<file path="config.mk">
export PLATFORM = sky130hd
export DESIGN_NAME = clkdom_enable_gen
export DESIGN_NICKNAME = d
export VERILOG_FILES = /design/src/rtl/clkdom_pkg.sv /design/src/rtl/clkdom_phase.sv /design/src/rtl/clkdom_ratio_tap.sv /design/src/rtl/clkdom_ref_div.sv /design/src/rtl/clkdom_enable_gen.sv
export SDC_FILE = /design/constraint.sdc
export NUM_CORES = 1
export LEC_CHECK = 0
export ABC_AREA = 1
export BUFFER_PORTS_ARGS = -buffer_cell sky130_fd_sc_hd__buf_2
export CAP_MARGIN = 20
export CORE_MARGIN = 2
export CORE_UTILIZATION = 52
export CTS_BUF_LIST = sky130_fd_sc_hd__clkbuf_4 sky130_fd_sc_hd__clkbuf_8 sky130_fd_sc_hd__clkbuf_16
export CTS_CLUSTER_DIAMETER = 150
export DETAILED_ROUTE_END_ITERATION = 10
export PLACE_DENSITY = 0.69
export SETUP_SLACK_MARGIN = 0.5
export SLEW_MARGIN = 25
export SYNTH_ARGS = -nofsm -noshare
export SYNTH_HDL_FRONTEND = slang
export SYNTH_SLANG_ARGS = --single-unit
</file>
<file path="constraint.sdc">
create_clock -name clk -period 3 [get_ports clk]
set_input_delay 0.45 -clock clk [delete_from_list [all_inputs] [get_ports clk]]
set_output_delay 0.45 -clock clk [all_outputs]
set_load 0.05 [all_outputs]
</file>
<file path="src/rtl/clkdom_pkg.sv">
package clkdom_pkg;

   localparam int DIV_W = 2;                  // log2 divide field width
   localparam int PH_W  = (1 << DIV_W) - 1;   // phase bits: largest ratio 2^PH_W

   typedef struct packed {
      logic             bypass;    // [10]
      logic             tim_ref;   // [9]
      logic             per_ref;   // [8]
      logic             per_on;    // [7]
      logic [DIV_W-1:0] per_div;   // [6:5]
      logic             mmu_on;    // [4]
      logic [DIV_W-1:0] mmu_div;   // [3:2]
      logic [DIV_W-1:0] core_div;  // [1:0]
   } ctrl_t;

   localparam int CTRL_W = $bits(ctrl_t);

   localparam ctrl_t CTRL_RST = '{bypass: 1'b1, tim_ref: 1'b0, per_ref: 1'b0,
                                  per_on: 1'b0, per_div: '0, mmu_on: 1'b0,
                                  mmu_div: '0, core_div: '0};

   // low d bits set: phase must be zero there for a 2^d pulse
   function automatic logic [PH_W-1:0] div_mask(input logic [DIV_W-1:0] d);
      logic [PH_W-1:0] m;
      m = '0;
      for (int i = 0; i < PH_W; i++) m[i] = (i < int'(d));
      return m;
   endfunction

   // MMU rate equal to core rate or one half of it
   function automatic logic ratio_ok(input logic [DIV_W-1:0] core,
                                     input logic [DIV_W-1:0] mmu);
      return (mmu == core) ||
             ({1'b0, mmu} == ({1'b0, core} + (DIV_W+1)'(1)));
   endfunction

endpackage

</file>
<file path="src/rtl/clkdom_phase.sv">
module clkdom_phase
   import clkdom_pkg::*;
(
   input  logic            clk,
   input  logic            rst_n,
   input  logic            src_tick,
   output logic [PH_W-1:0] phase,
   output logic            frame_end
);

   logic [PH_W-1:0] cnt_q;

   always_ff @(posedge clk or negedge rst_n) begin
      if (!rst_n)        cnt_q <= '0;
      else if (src_tick) cnt_q <= cnt_q + 1'b1;
   end

   assign phase     = cnt_q;
   assign frame_end = src_tick && (&cnt_q);

endmodule

</file>
<file path="src/rtl/clkdom_ratio_tap.sv">
module clkdom_ratio_tap
   import clkdom_pkg::*;
(
   input  logic             src_tick,
   input  logic [PH_W-1:0]  phase,
   input  logic [DIV_W-1:0] div,
   output logic             pulse
);

   assign pulse = src_tick && ((phase & div_mask(div)) == '0);

endmodule

</file>
<file path="src/rtl/clkdom_ref_div.sv">
module clkdom_ref_div #(
   parameter int N = 14
)(
   input  logic clk,
   input  logic rst_n,
   input  logic ref_tick,
   output logic pulse
);

   localparam int CW = (N > 1) ? $clog2(N) : 1;

   generate
      if (N < 2) begin : g_bad_n
         $error("clkdom_ref_div: N must be at least 2");
      end
   endgenerate

   logic [CW-1:0] cnt_q;

   always_ff @(posedge clk or negedge rst_n) begin
      if (!rst_n)
         cnt_q <= '0;
      else if (ref_tick)
         cnt_q <= (cnt_q == CW'(N - 1)) ? '0 : cnt_q + 1'b1;
   end

   assign pulse = ref_tick && (cnt_q == '0);

endmodule

</file>
<file path="src/rtl/clkdom_enable_gen.sv">
module clkdom_enable_gen
   import clkdom_pkg::*;
#(
   parameter int WDT_DIV = 14
)(
   input  logic              clk,
   input  logic              rst_n,
   input  logic              ref_tick,
   input  logic              wr_en,
   input  logic [CTRL_W-1:0] wr_data,
   output logic              core_en,
   output logic              mmu_en,
   output logic              per_en,
   output logic              wdt_en,
   output logic              tim_en,
   output logic              ratio_err
);

   localparam int NTAP    = 4;   // core, mmu, peripheral, timer
   localparam int TAP_CORE = 0;
   localparam int TAP_MMU  = 1;
   localparam int TAP_PER  = 2;
   localparam int TAP_TIM  = 3;

   generate
      if (WDT_DIV < 2) begin : g_bad_wdt
         $error("clkdom_enable_gen: WDT_DIV must be at least 2");
      end
   endgenerate

   ctrl_t            ctrl_q;
   ctrl_t            eff_q;
   logic             src_tick;
   logic             frame_end;
   logic [PH_W-1:0]  phase;
   logic             mmu_ok;
   logic [DIV_W-1:0] tap_div [NTAP];
   logic [NTAP-1:0]  tap_hit;

   // programmed word
   always_ff @(posedge clk or negedge rst_n) begin
      if (!rst_n)     ctrl_q <= CTRL_RST;
      else if (wr_en) ctrl_q <= ctrl_t'(wr_data);
   end

   // effective word, swapped only on a frame boundary
   always_ff @(posedge clk or negedge rst_n) begin
      if (!rst_n)         eff_q <= CTRL_RST;
      else if (frame_end) eff_q <= ctrl_q;
   end

   assign src_tick = eff_q.bypass ? ref_tick : 1'b1;

   clkdom_phase u_phase (
      .clk       (clk),
      .rst_n     (rst_n),
      .src_tick  (src_tick),
      .phase     (phase),
      .frame_end (frame_end)
   );

   assign mmu_ok = ratio_ok(eff_q.core_div, eff_q.mmu_div);

   always_comb begin
      tap_div[TAP_CORE] = eff_q.core_div;
      tap_div[TAP_MMU]  = mmu_ok ? eff_q.mmu_div : eff_q.core_div;
      tap_div[TAP_PER]  = eff_q.per_div;
      tap_div[TAP_TIM]  = DIV_W'(1);
   end

   generate
      for (genvar g = 0; g < NTAP; g++) begin : g_tap
         clkdom_ratio_tap u_tap (
            .src_tick (src_tick),
            .phase    (phase),
            .div      (tap_div[g]),
            .pulse    (tap_hit[g])
         );
      end
   endgenerate

   clkdom_ref_div #(.N(WDT_DIV)) u_wdt (
      .clk      (clk),
      .rst_n    (rst_n),
      .ref_tick (ref_tick),
      .pulse    (wdt_en)
   );

   assign core_en   = tap_hit[TAP_CORE];
   assign mmu_en    = eff_q.mmu_on && tap_hit[TAP_MMU];
   assign per_en    = eff_q.per_on && (eff_q.per_ref ? ref_tick : tap_hit[TAP_PER]);
   assign tim_en    = eff_q.tim_ref ? ref_tick : tap_hit[TAP_TIM];
   assign ratio_err = !ratio_ok(ctrl_q.core_div, ctrl_q.mmu_div);

endmodule

</file>
==> run metrics <==
Cells after Synth 169; total global routing track utilization 0.184; CTS buffer count 5; Post-Synth XOR/XNOR Area 0.0238; worst min-delay path class in2async; clk buf depth 2; flops & latches, synth 29; Post-Place Cells 216; Relative slew margins 0.587; aggregate routed wire length 2600 um; via count 1170; post-synthesis compound-gate area fraction 0.157; diodes inserted 0; Synth area leaders dfrtp_1 (46%), nand2_1 (11%), inv_1 (6.6%), o21ai_2 (6.6%), o21ai_0 (5.4%); initial core utilization 0.542; sequential fraction of the synthesis area 0.495; CTS tree yes; average vias per placed instance 5.15; final hold vios 0; Critical Path Sink mmu_en; Reg-to-Reg Start u_phase.phase[0]; routability cong. 0.809; skew final 0.00650 ns; Worst Setup SP eff_q[0]; 1st-pass router iterations 4; mux share of post-synthesis cell area 0; Clk pin slew, worst setup/hold paths 0.09 ns; CORE AREA 2710 um^2; endpoints failing setup 0; Final Net Count 216; Detailed Place HPWL 1890 um; CP required 2.55 ns; Crit path arrival time 1.85 ns; delay-heaviest family, CP buffers and inverters; initial antenna violation count 0; critical-path cell list buf_4 > ha_1 > inv_1 > nand4_1 > nand2_1 > nand3_1 > nand2_1 > inv_1 > nor2_2 > buf_6; Pwr per Cell Area 1030 nW/um^2; Iter 0 DRT Violations 47; R2R depth 5; Final Critical Period 2.30 ns; synth warn 0; Static Leak 0.894 nW; Die Span X 57.2 um; Synthesized Nets 190; die span in y 57.2 um; Finished Layout Cells 227; Critical path buffers and inverters 4; Synth Flop Type dfrtp_1; Tcrit/Tclk final 0.768; Worst Path Max Fanout 4; flop-to-flop setup slack 1.61 ns; # IOs 21; RSZ-0062 raised after global routing no; vias in the first global route 1132; I/O Buffers 20; Root Driver clkbuf_4; per-cell routed wire length 11.4 um; max incr delay on CP 0.40 ns; Commonest cells post-synth nand2_1 (45), dfrtp_1 (27), inv_1 (26); row count 19; Synth top area share 0.460; critical path depth 10; post-route ant nets 0; setup TNS 0 ns; slowest CP cell dfrtp_1; critical path capture point type primary output; H-tree depth 2; GR Overflow Total 0; crit path kind reg2out; largest family of logic cells by synthesized area simple AND/OR/NAND/NOR gates; most common cell in the synthesized netlist nand2_1; DRC Markers 0; synthesized cell area 1470 um^2; max cap viols 0; Sinks on Clock Net 29; asr flop ratio synth 1.00; Synth Area in Adders 0.0511; Distinct cells, synth 22; first-pass GRT wire length 4570 um; Reg2Reg Capture Point eff_q[2]; status finished clean; peak supply drop 0.775 mV; largest net degree at the start of global routing 30; Startpoint Class flop; Final Max Tran Viols 0; Mapped Avg Cell Area 8.70 um^2; full die area 3270 um^2; Syn-to-layout area delta 14.6%; layout cells sized above 1 0.270; Worst-Skew Late Latency 0.32 ns; EDFF count, synth 0; Synth Area in Simple Gates 0.181; Worst-Margin Slew 0.620 ns; area leader, netlist dfrtp_1; Peak Freq 434 MHz
## logic make-up after synthesis
group	Yosys count
buffers and inverters	32
xor gates and xnor gates	4
and+or+nand+nor	62
adders and majority gates	6
DFF	29
AOI/OAI and AO/OA	36
## worst min-delay path by stage
stage / slack, ns / start / cells past startpoint / to
after floorplan: 0.15 / rst_n / 0 / ctrl_q[0]
after global placement: 0.46 / eff_q[7] / 2 / eff_q[7]
after detailed placement: 0.47 / eff_q[7] / 2 / eff_q[7]
after CTS: 0.15 / rst_n / 1 / ctrl_q[7]
after global routing: 0.16 / rst_n / 1 / eff_q[7]
final: 0.13 / rst_n / 1 / u_wdt.cnt_q[1]
## per-layer routing
layer | routed length (um) | vias up | part of all wire | GRT usage
li1 | - | 595 | - | -
met1 | 1170 | 547 | 0.45 | 0.221
met2 | 1260 | 23 | 0.49 | 0.297
met3 | 110 | 5 | 0.042 | 0.0635
met4 | 54 | 0 | 0.021 | 0.0897
met5 | 0 | - | 0 | 0
## through the flow
stage	setup slack (ns)	total power [mW]	instance area, um^2	util	hold slack, ns
after floorplan	0.567	1.28	1470	-	0.154
after global placement	0.953	1.39	1580	0.583	0.458
after detailed placement	0.812	1.43	1580	0.583	0.469
after CTS	0.519	1.68	1640	0.607	0.153
after global routing	0.518	1.90	1680	0.621	0.162
final	0.697	1.73	1680	0.621	0.130
## power breakdown
part / leakage [nW] / internal (mW) / total, mW / switching, mW
Sequential: 0.348 / 0.529 / 0.639 / 0.110
Clock: 0.0354 / 0.0981 / 0.229 / 0.130
Combinational: 0.510 / 0.321 / 0.865 / 0.545
## final cells by class
| cell class | count | area (um^2) |
|---|---|---|
| inverters | 28 | 105 |
| fillers | 241 | 1030 |
| repair buffers | 23 | 129 |
| clock inverters | 2 | 10.0 |
| multi-input cells | 108 | 627 |
| flip-flops and latches | 29 | 729 |
| well taps | 31 | 38.8 |
| clock buffers | 6 | 45.0 |
## state kept, by name, summed over array words and instances (netlist names)
| register | cells |
|---|---|
| ctrl_q | 11 |
| u_wdt.cnt_q | 4 |
| eff_q | 11 |
| u_phase.phase | 3 |
## what timing repair did
action,CTS,global route
hold buffers,0,0
setup buffers,1,2
endpoints found under the setup margin,1,1
resized for setup,1,6
pin swaps,0,0
## layout by cell type (no fill, tap or decap)
cell / count
buf_4: 3
a31oi_1: 1
xor2_1: 3
nand4_1: 3
nand2_4: 2
dfrtp_1: 26
inv_1: 25
clkinv_2: 2
nor3_1: 1
dfstp_2: 2
nand2_1: 45
buf_2: 19
nor2_2: 1
ha_4: 1
a221oi_1: 1
nand3_2: 1
clkbuf_4: 6
inv_2: 3
a2bb2oi_1: 1
ha_1: 5
xnor2_1: 1
nor2_1: 3
o21ai_2: 11
a21oi_1: 6
o21ai_0: 16
nand3_1: 5
nor4_1: 1
buf_6: 1
dfrtp_2: 1
Note: power is estimated with default switching activity, not from simulation.
